<file path="src/rtl/voq_pkg.sv">
package voq_pkg;
   localparam int unsigned DEF_NIB_W    = 4;
   localparam int unsigned DEF_PKT_NIBS = 8;
   localparam int unsigned DEF_N_OUT    = 4;
   localparam int unsigned DEF_N_PRIO   = 2;
   localparam int unsigned DEF_N_BUF    = 16;

   typedef enum logic {
      PRIO_LOW  = 1'b0,
      PRIO_HIGH = 1'b1
   } prio_e;
endpackage

</file>
<file path="src/rtl/voq_route_table.sv">
module voq_route_table #(
   parameter int unsigned ADDR_W = 4,
   parameter int unsigned PORT_W = 2
) (
   input  logic              clk,
   input  logic              rst_n,
   input  logic              shift_en,
   input  logic              shift_bit,
   input  logic [ADDR_W-1:0] rd_addr,
   output logic [PORT_W-1:0] rd_port,
   output logic              loaded
);
   localparam int unsigned DEPTH = 1 << ADDR_W;
   localparam int unsigned BITS  = DEPTH * PORT_W;
   localparam int unsigned CW    = $clog2(BITS + 1);

   logic [BITS-1:0] tbl_q;
   logic [CW-1:0]   cnt_q;

   // serial path enters at the top, so the first bit ends at bit 0
   always_ff @(posedge clk) begin
      if (!rst_n) begin
         tbl_q <= '0;
         cnt_q <= '0;
      end else if (shift_en) begin
         tbl_q <= {shift_bit, tbl_q[BITS-1:1]};
         if (cnt_q != CW'(BITS)) cnt_q <= cnt_q + 1'b1;
      end
   end

   assign loaded  = (cnt_q == CW'(BITS));
   assign rd_port = tbl_q[rd_addr*PORT_W +: PORT_W];
endmodule

</file>
<file path="src/rtl/voq_free_list.sv">
module voq_free_list #(
   parameter int unsigned N_BUF = 16
) (
   input  logic                     clk,
   input  logic                     rst_n,
   input  logic                     pop,
   input  logic                     push,
   input  logic [$clog2(N_BUF)-1:0] push_idx,
   output logic [$clog2(N_BUF)-1:0] head_idx,
   output logic                     avail
);
   localparam int unsigned BW = $clog2(N_BUF);
   localparam int unsigned CW = $clog2(N_BUF + 1);

   logic [BW-1:0] slot_q [N_BUF];
   logic [BW-1:0] rd_q, wr_q;
   logic [CW-1:0] cnt_q;

   function automatic logic [BW-1:0] step(input logic [BW-1:0] p);
      return (p == BW'(N_BUF - 1)) ? '0 : p + 1'b1;
   endfunction

   always_ff @(posedge clk) begin
      if (!rst_n) begin
         for (int i = 0; i < int'(N_BUF); i++) slot_q[i] <= BW'(i);
         rd_q  <= '0;
         wr_q  <= '0;
         cnt_q <= CW'(N_BUF);
      end else begin
         if (pop) rd_q <= step(rd_q);
         if (push) begin
            slot_q[wr_q] <= push_idx;
            wr_q         <= step(wr_q);
         end
         cnt_q <= cnt_q + CW'(push) - CW'(pop);
      end
   end

   assign head_idx = slot_q[rd_q];
   assign avail    = (cnt_q != '0);
endmodule

</file>
<file path="src/rtl/voq_queue_ctrl.sv">
module voq_queue_ctrl #(
   parameter int unsigned N_Q   = 8,
   parameter int unsigned N_BUF = 16
) (
   input  logic                     clk,
   input  logic                     rst_n,
   input  logic                     app_en,
   input  logic [$clog2(N_Q)-1:0]   app_q,
   input  logic [$clog2(N_BUF)-1:0] app_buf,
   input  logic                     pop_en,
   input  logic [$clog2(N_Q)-1:0]   pop_q,
   output logic [$clog2(N_BUF)-1:0] pop_buf,
   output logic [N_Q-1:0]           nonempty
);
   localparam int unsigned QW = $clog2(N_Q);
   localparam int unsigned BW = $clog2(N_BUF);
   localparam int unsigned CW = $clog2(N_BUF + 1);

   logic [BW-1:0]             nxt_q [N_BUF];
   logic [N_Q-1:0][BW-1:0]    head_w;
   logic [N_Q-1:0][BW-1:0]    tail_w;
   logic [N_Q-1:0][CW-1:0]    cnt_w;

   // link a new buffer behind the current tail of a non-empty list
   always_ff @(posedge clk) begin
      if (app_en && (cnt_w[app_q] != '0)) nxt_q[tail_w[app_q]] <= app_buf;
   end

   for (genvar g = 0; g < int'(N_Q); g++) begin : g_list
      logic [BW-1:0] hd, tl;
      logic [CW-1:0] n;
      logic          hit_a, hit_p;

      assign hit_a = app_en && (app_q == QW'(g));
      assign hit_p = pop_en && (pop_q == QW'(g)) && (n != '0);

      always_ff @(posedge clk) begin
         if (!rst_n) begin
            hd <= '0;
            tl <= '0;
            n  <= '0;
         end else begin
            if (hit_p)                   hd <= (n == CW'(1)) ? app_buf : nxt_q[hd];
            else if (hit_a && n == '0)   hd <= app_buf;
            if (hit_a) tl <= app_buf;
            n <= n + CW'(hit_a) - CW'(hit_p);
         end
      end

      assign head_w[g]   = hd;
      assign tail_w[g]   = tl;
      assign cnt_w[g]    = n;
      assign nonempty[g] = (n != '0);
   end

   assign pop_buf = head_w[pop_q];
endmodule

</file>
<file path="src/rtl/voq_input_port.sv">
module voq_input_port
   import voq_pkg::*;
#(
   parameter int unsigned NIB_W    = DEF_NIB_W,
   parameter int unsigned PKT_NIBS = DEF_PKT_NIBS,
   parameter int unsigned N_OUT    = DEF_N_OUT,
   parameter int unsigned N_PRIO   = DEF_N_PRIO,
   parameter int unsigned N_BUF    = DEF_N_BUF
) (
   input  logic                              clk,
   input  logic                              rst_n,
   input  logic                              tbl_shift_en,
   input  logic                              tbl_shift_bit,
   input  logic                              in_valid,
   input  logic [NIB_W-1:0]                  in_nib,
   output logic                              in_ready,
   output logic [N_OUT*N_PRIO-1:0]           q_nonempty,
   input  logic                              grant_valid,
   input  logic [$clog2(N_OUT*N_PRIO)-1:0]   grant_q,
   output logic                              out_valid,
   output logic [NIB_W-1:0]                  out_nib
);
   localparam int unsigned N_Q = N_OUT * N_PRIO;
   localparam int unsigned QW  = $clog2(N_Q);
   localparam int unsigned BW  = $clog2(N_BUF);
   localparam int unsigned IW  = $clog2(PKT_NIBS);
   localparam int unsigned PW  = $clog2(N_OUT);
   localparam int unsigned PRW = $clog2(N_PRIO);

   initial begin : param_checks
      assert (PKT_NIBS >= 3)
         else $fatal(1, "packet needs header, priority and at least one more nibble");
      assert (N_OUT >= 2 && (1 << PW) == N_OUT)
         else $fatal(1, "output count must be a power of two");
      assert (N_PRIO >= 2 && (1 << PRW) == N_PRIO && PRW <= NIB_W)
         else $fatal(1, "priority count must be a power of two that fits a nibble");
      assert (N_BUF >= 2)
         else $fatal(1, "pool needs at least two buffers");
   end

   // routing table
   logic          tbl_ok;
   logic [PW-1:0] lk_port;

   voq_route_table #(.ADDR_W(NIB_W), .PORT_W(PW)) u_route (
      .clk       (clk),
      .rst_n     (rst_n),
      .shift_en  (tbl_shift_en),
      .shift_bit (tbl_shift_bit),
      .rd_addr   (in_nib),
      .rd_port   (lk_port),
      .loaded    (tbl_ok)
   );

   // buffer pool
   logic          fl_pop, fl_push, fl_avail;
   logic [BW-1:0] fl_head, fl_ret;

   voq_free_list #(.N_BUF(N_BUF)) u_free (
      .clk      (clk),
      .rst_n    (rst_n),
      .pop      (fl_pop),
      .push     (fl_push),
      .push_idx (fl_ret),
      .head_idx (fl_head),
      .avail    (fl_avail)
   );

   // receive side
   logic [IW-1:0]  rx_idx;
   logic [BW-1:0]  rx_buf, wr_buf;
   logic [PW-1:0]  rx_port;
   logic [PRW-1:0] rx_prio;
   logic           rx_first, rx_last, rx_acc;

   assign rx_first = (rx_idx == '0);
   assign rx_last  = (rx_idx == IW'(PKT_NIBS - 1));
   assign in_ready = rx_first ? (tbl_ok && fl_avail) : 1'b1;
   assign rx_acc   = in_valid && in_ready;
   assign wr_buf   = rx_first ? fl_head : rx_buf;
   assign fl_pop   = rx_acc && rx_first;

   always_ff @(posedge clk) begin
      if (!rst_n) begin
         rx_idx  <= '0;
         rx_buf  <= '0;
         rx_port <= '0;
         rx_prio <= '0;
      end else if (rx_acc) begin
         rx_idx <= rx_last ? '0 : rx_idx + 1'b1;
         if (rx_first) begin
            rx_buf  <= fl_head;
            rx_port <= lk_port;
         end
         if (rx_idx == IW'(1)) rx_prio <= in_nib[PRW-1:0];
      end
   end

   // packet storage, one row of nibbles per buffer
   logic [NIB_W-1:0] pkt_mem [N_BUF][PKT_NIBS];

   always_ff @(posedge clk) begin
      if (rx_acc) pkt_mem[wr_buf][rx_idx] <= in_nib;
   end

   // queue lists
   logic          gnt_ok;
   logic [BW-1:0] q_head;

   voq_queue_ctrl #(.N_Q(N_Q), .N_BUF(N_BUF)) u_lists (
      .clk      (clk),
      .rst_n    (rst_n),
      .app_en   (rx_acc && rx_last),
      .app_q    ({rx_port, rx_prio}),
      .app_buf  (rx_buf),
      .pop_en   (gnt_ok),
      .pop_q    (grant_q),
      .pop_buf  (q_head),
      .nonempty (q_nonempty)
   );

   // transmit side
   logic          tx_on, tx_last, tx_free;
   logic [IW-1:0] tx_idx;
   logic [BW-1:0] tx_buf;

   assign tx_last = tx_on && (tx_idx == IW'(PKT_NIBS - 1));
   assign tx_free = !tx_on || tx_last;
   assign gnt_ok  = grant_valid && tx_free && q_nonempty[grant_q];
   assign fl_push = tx_last;
   assign fl_ret  = tx_buf;

   always_ff @(posedge clk) begin
      if (!rst_n) begin
         tx_on  <= 1'b0;
         tx_idx <= '0;
         tx_buf <= '0;
      end else if (gnt_ok) begin
         tx_on  <= 1'b1;
         tx_idx <= '0;
         tx_buf <= q_head;
      end else if (tx_last) begin
         tx_on  <= 1'b0;
         tx_idx <= '0;
      end else if (tx_on) begin
         tx_idx <= tx_idx + 1'b1;
      end
   end

   assign out_valid = tx_on;
   assign out_nib   = tx_on ? pkt_mem[tx_buf][tx_idx] : '0;
endmodule

</file>
<file path="config.mk">
export PLATFORM = sky130hd
export DESIGN_NAME = voq_input_port
export DESIGN_NICKNAME = d
export VERILOG_FILES = /design/src/rtl/voq_pkg.sv /design/src/rtl/voq_route_table.sv /design/src/rtl/voq_free_list.sv /design/src/rtl/voq_queue_ctrl.sv /design/src/rtl/voq_input_port.sv
export SDC_FILE = /design/constraint.sdc
export NUM_CORES = 1
export LEC_CHECK = 0
export BUFFER_PORTS_ARGS = -buffer_cell sky130_fd_sc_hd__clkbuf_2
export CAP_MARGIN = 20
export CORE_MARGIN = 5
export CORE_UTILIZATION = 57
export CTS_CLUSTER_DIAMETER = 40
export DETAILED_ROUTE_END_ITERATION = 10
export GPL_TIMING_DRIVEN = 0
export PLACE_DENSITY = 0.81
export SYNTH_ARGS = -nofsm -noshare
export SYNTH_HDL_FRONTEND = slang
export SYNTH_SLANG_ARGS = --single-unit
export TNS_END_PERCENT = 1
</file>
<file path="constraint.sdc">
create_clock -name clk -period 3.04 [get_ports clk]
set_input_delay 0.304 -clock clk [delete_from_list [all_inputs] [get_ports clk]]
set_output_delay 0.304 -clock clk [all_outputs]
set_load 0.01 [all_outputs]
</file>
# == Word-level counts from Yosys, hierarchy flattened ==
# Memory sizes are Yosys's and may differ from the RTL's. A register that Yosys moved wholly into a read port is not among the register bits.
# Cells that the tools add are included.
# word_totals
n_memories,3
out_inout_bits,14
mem_bits_rw,640
ff_bits,173
input_bits,13
# classes
addsub,23
bitwise,3
mux,76
n_shift,1
eq_ne,29
reduce_logical,78
magnitude_cmp,5
# mem_list
memory,depth,word_bits,read_ports,rd_clocked_by_memory_dff,wr,line,source
pkt_mem,16,32,1,1,1,voq_input_port.sv:100,logic [NIB_W-1:0] pkt_mem [N_BUF][PKT_NIBS];
u_free.slot_q,16,4,1,1,16,voq_free_list.sv:15,logic [BW-1:0] slot_q [N_BUF];
u_lists.nxt_q,16,4,8,8,1,voq_queue_ctrl.sv:19,logic [BW-1:0] nxt_q [N_BUF];
# ops
cell,n
$mux 4,55
$reduce_bool 5->1,10
$add 5x1->5,9
$sub 5x1->5,9
$logic_and 1x1->1,41
$eq 5x1->1 const B,8
$logic_not 5->1,8
$bmux 4 s3,3
$mux 32,1
$shiftx 32x6->2,1
$eq 3x3->1 const B,10
$reduce_bool 2->1,9
$bmux 5 s3,1
$demux 4 s3,1
$eq 3x2->1 const B,4
$mux 1,12
$eq 3x1->1 const B,3
$logic_not 3->1,3
$add 4x1->4 const B,2
$eq 4x4->1 const B,2
$ge 4x4->1 const B,2
$lt 3x4->1 const B,2
$not 3->4,2
$add 3x1->3 const B,2
other kinds (13),15

# == Depth between registers and ports, before layout ==
# logic_depth
word_depth,11
ltp_mapped,17

# == Modules after synthesis ==
# A second synthesis with hierarchy kept.
# hier_totals
hier_cells,2844
area_unflattened_um2,40141.0
# modules_own_cells
mod,n_inst,area_each_um2,cells_each
voq_input_port,1,21504.4,1287
voq_queue_ctrl,1,12969.9,1097
voq_free_list,1,3876.2,304
voq_route_table,1,1790.5,156

# == Least setup slack after synthesis ==
# Ideal clock, no wire load.
# synth_path
path_kind,reg-to-reg
start,reg u_free.cnt_q[3]
end,reg u_free.cnt_q[4]
setup_ns,0.125
t_required_ns,2.915
period_less_slack_ns,3.194
path_slack_ns,-0.154
path_buffers,1
arrival_ns,3.069
stages_incl_launch_ff,18
cell_sequence,dfxtp_1 -> inv_1 -> ha_1 -> or4b_1 -> a31oi_1 -> nor2b_1 -> nand2_1 -> buf_2 -> inv_2 -> ha_1 -> inv_1 -> ha_1 -> fa_1 -> a21oi_1 -> nor2_1 -> nor2_1 -> xnor2_1 -> nand2_1
# synth_via
elab_chain_len,6
elab_cells_between_ends,7
# synth_rtl
element,line,source
"start, declared",voq_free_list.sv:17,logic [CW-1:0] cnt_q;
"start signal, assigned",voq_free_list.sv:28,cnt_q <= CW'(N_BUF);
"start signal, assigned",voq_free_list.sv:35,cnt_q <= cnt_q + CW'(push) - CW'(pop);
$reduce_bool 5->1,voq_free_list.sv:40,assign avail = (cnt_q != '0);
$logic_and 1x1->1,voq_input_port.sv:78,assign in_ready = rx_first ? (tbl_ok && fl_avail) : 1'b1;
$mux 1,voq_input_port.sv:78,
$logic_and 1x1->1,voq_input_port.sv:79,assign rx_acc = in_valid && in_ready;
$logic_and 1x1->1,voq_input_port.sv:81,assign fl_pop = rx_acc && rx_first;
named net fl_pop,voq_input_port.sv:56,"logic fl_pop, fl_push, fl_avail;"
$sub 5x1->5,voq_free_list.sv:35,
# The timed path passes the listed nets, and every way through them passes these cells.
# A chain may end at the register's enable or synchronous reset.

==> metrics.yaml <==
status: "complete, but fails checks"
fmax_mhz: 289
synth-main-ff-cell: "edfxtp_1"
slowest_stage: "dfxtp_2"
drcViolationCount: 0
period_needed_ns: 3.46
power.density_mw_per_mm2: 706
power_leakage_nw: 15.1
synth_cell_type_count: 71
hpwl_um: 69300
synthSimpleGateAreaFrac: 0.0789
critical_path_class: "register to output port"
diodes: 0
synth_warnings: 0
cpMostUsedCell: "clkbuf_2"
yosysMostFrequentCell: "edfxtp_1"
arrival_ns: 3.16
tns_ns: -5.09
finalWorstSetupSlack_ns: -0.424
async_flop_share: 0
cts_buffer_depth: 3
synth_nets: 2836
synth_top_cell_area_share: 0.486
synth_top_family_by_area: "multiplexers"
io_pins: 27
relSlewSlack: 0.186
cts_root_buf: "clkbuf_16"
cp_max_fo: 10
die_area_sq_mm: 0.0747
cts_tree: "yes"
die_h_um: 273
cp_data_required_time_ns: 2.74
first_iter_violations: 3376
crit_end: "out_nib[2]"
worst_pin_slew_ns: 1.22
cts_buffers: 107
yosysTopAreaCell: "edfxtp_1"
avgRoutedWirePerCell_um: 26.2
synthesis.area_sq_mm: 0.0395
cts_max_level: 3
crit_chain: "buf_4 > nor2b_1 > clkbuf_1 > clkbuf_2 > a22oi_1 > nand2_1 > o22ai_1 > o21ai_0 > o211ai_1 > clkbuf_2"
violations: "negative setup slack"
routed-wl-met2_um: 50800
grt.overflow.total: 0
routed_wl_um: 103000
wl_met1_um: 36600
rows: 96
synth_compound_area_frac: 0.0529
synthAdderAreaFrac: 0.0258
fp.dieW_um: 273
clock_latency_ns: 0.68
grt_pass1_vias: 26200
synthTopCellsByArea: "edfxtp_1 49%, mux4_2 13%, dfxtp_1 11%"
synth_edf_count: 640
synth_top_cells_by_count: "640 x edfxtp_1, 292 x mux2i_1, 275 x nor2_1"
first_pass_iters: 10
slowest_delay_ns: 0.41
ys_seq_area_frac: 0.594
syn_to_final_growth_pct: 16.6
dr.max_layer_used: "met5"
wl_met3_um: 10700
antenna_found_initial: 1
ys_ff_latch: 853
vias_per_cell: 6.57
nNetsFinal: 2998
hold_class: "primary input to register"
instances_no_fill: 3934
cp-start-kind: "register"
rsz0062_at_grt: "yes"
setup_viol: 61
finalMaxSlewViolations: 0
syn-instance-count: 2747
layout-drive-gt1-share: 0.271
dpl.cell_count: 3707
maxCapViolCount: 0
start_util: 0.575
avgSynthCellArea_sq_um: 14.4
port_buffers: 24
grt_pass1_wl_um: 155000
fin_crit_sh: 1.14
track_usage: 0.271
clk_pin_slew_ns: 0.06
place_congestion: 0.972
muxShareOfSynthArea: 0.211
vdd_drop_max_mv: 0.576
core-area_sq_mm: 0.0687
hold_viol: 0
r2r-start: "u_lists.g_list[4].n[3]"
grt_max_degree: 91
holdWs_ns: 0.127
ant_nets: 0
cts_sinks: 853
skew_ns: 0.0439
rr_worst_depth: 13
vias: 25800
synthXorXnorAreaFrac: 0.00820
r2r_setup_slack_ns: -0.34
cp-end-kind: "output port"
reg2reg_to: "u_lists.g_list[4].n[4]"
per-layer routing:
metal,global-route usage,vias up
met5,0,-
met1,0.348,12900
met4,0.119,2
li1,-,11000
met3,0.0533,334
met2,0.452,1709
stage by stage:
step | power [W] | area [sq um] | util | setup slack [ns]
6_report | 0.0325 | 46000 | 0.670 | -0.424
2_1_floorplan | 0.0173 | 39500 | - | -0.0185
4_1_cts | 0.0323 | 45500 | 0.663 | -0.412
5_1_grt | 0.0335 | 46000 | 0.670 | -0.475
3_5_place_dp | 0.0193 | 40900 | 0.596 | -0.715
3_3_place_gp | 0.0190 | 40800 | 0.594 | -1.27
timing repair:
item | in CTS | in global routing
setup buffers | 18 | 5
hold endpoints to repair | 1 | 0
endpoints found under the setup margin | 501 | 589
hold buffers | 1 | 0
pin swaps | 25 | 16
resized for setup | 236 | 148
cells by family (layout without fill, tap and decap cells):
family,after synthesis,count (layout)
DFF,853,853
and+or+nand+nor,658,658
muxes,542,542
AOI/OAI and AO/OA,316,316
buffers and inverters,265,521
adders and majority gates,76,76
xor gates and xnor gates,37,37
final cells by class:
| type | instances | area, sq um |
|---|---|---|
| flip-flops and latches | 853 | 23500 |
| inverters | 96 | 365 |
| well taps | 931 | 1160 |
| multi-input cells | 1629 | 15900 |
| clock inverters | 83 | 833 |
| clock buffers | 120 | 2770 |
| repair buffers | 55 | 450 |
| plain buffers | 167 | 1040 |
| fillers | 4495 | 22700 |
report_power, final:
group | internal (W) | leakage (nW) | total, W | switching, W
Combinational | 0.00284 | 5.84 | 0.00697 | 0.00414
Clock | 0.00733 | 1.73 | 0.0126 | 0.00523
Sequential | 0.0127 | 7.55 | 0.0130 | 0.000270
worst min-delay path by stage:
stage / from / cells after the start / slack (ns) / to
2_1_floorplan: in_nib[0] / 0 / 0.40 / pkt_mem[0][0]
3_3_place_gp: u_lists.g_list[4].tl[1] / 2 / 0.45 / u_lists.g_list[4].tl[1]
3_5_place_dp: u_lists.g_list[7].tl[1] / 2 / 0.46 / u_lists.g_list[7].tl[1]
4_1_cts: tbl_shift_en / 3 / 0.11 / u_route.tbl_q[0]
5_1_grt: tbl_shift_en / 3 / 0.16 / u_route.tbl_q[31]
6_report: tbl_shift_en / 3 / 0.13 / u_route.tbl_q[0]
worst max-delay path, delay by kind of cell (launching register included):
kind / cells / cell delay [ns]
buffers and inverters: 4 / 1.12
AOI/OAI and AO/OA: 4 / 0.69
DFF: 1 / 0.41
and+or+nand+nor: 2 / 0.30
registers in the layout, summed over array words and instances, names as in the netlist, named ones only:
signal             cells
fl_ret                 4
out_valid              1
pkt_mem              512
rx_buf                 4
rx_idx                 3
rx_port                2
rx_prio                1
tx_idx                 3
u_free.cnt_q           5
u_free.rd_q            4
u_free.slot_q         64
u_free.wr_q            4
u_lists.g_list.hd     32
u_lists.g_list.n      40
u_lists.g_list.tl     32
u_lists.nxt_q         64
u_route.cnt_q          6
u_route.tbl_q         32
cells in the final DEF, fill, tap and decap left out, types with 15 or more instances in the layout:
master / n
clkbuf_2: 38
nand3_1: 42
buf_4: 35
nor3_1: 18
nor3_2: 25
nor2_2: 83
nor2_1: 188
nand2_1: 92
xnor2_1: 16
o22ai_1: 23
mux2_2: 15
a21oi_1: 61
edfxtp_1: 640
a22oi_1: 64
mux2i_1: 283
o21ai_0: 80
nand2b_1: 29
xor2_1: 21
buf_6: 24
dfxtp_1: 203
mux4_2: 232
and2_1: 47
or3_1: 31
ha_1: 62
inv_6: 23
buf_2: 22
inv_1: 88
clkbuf_1: 75
clkbuf_16: 108
Power figures use the tool's default switching activity.
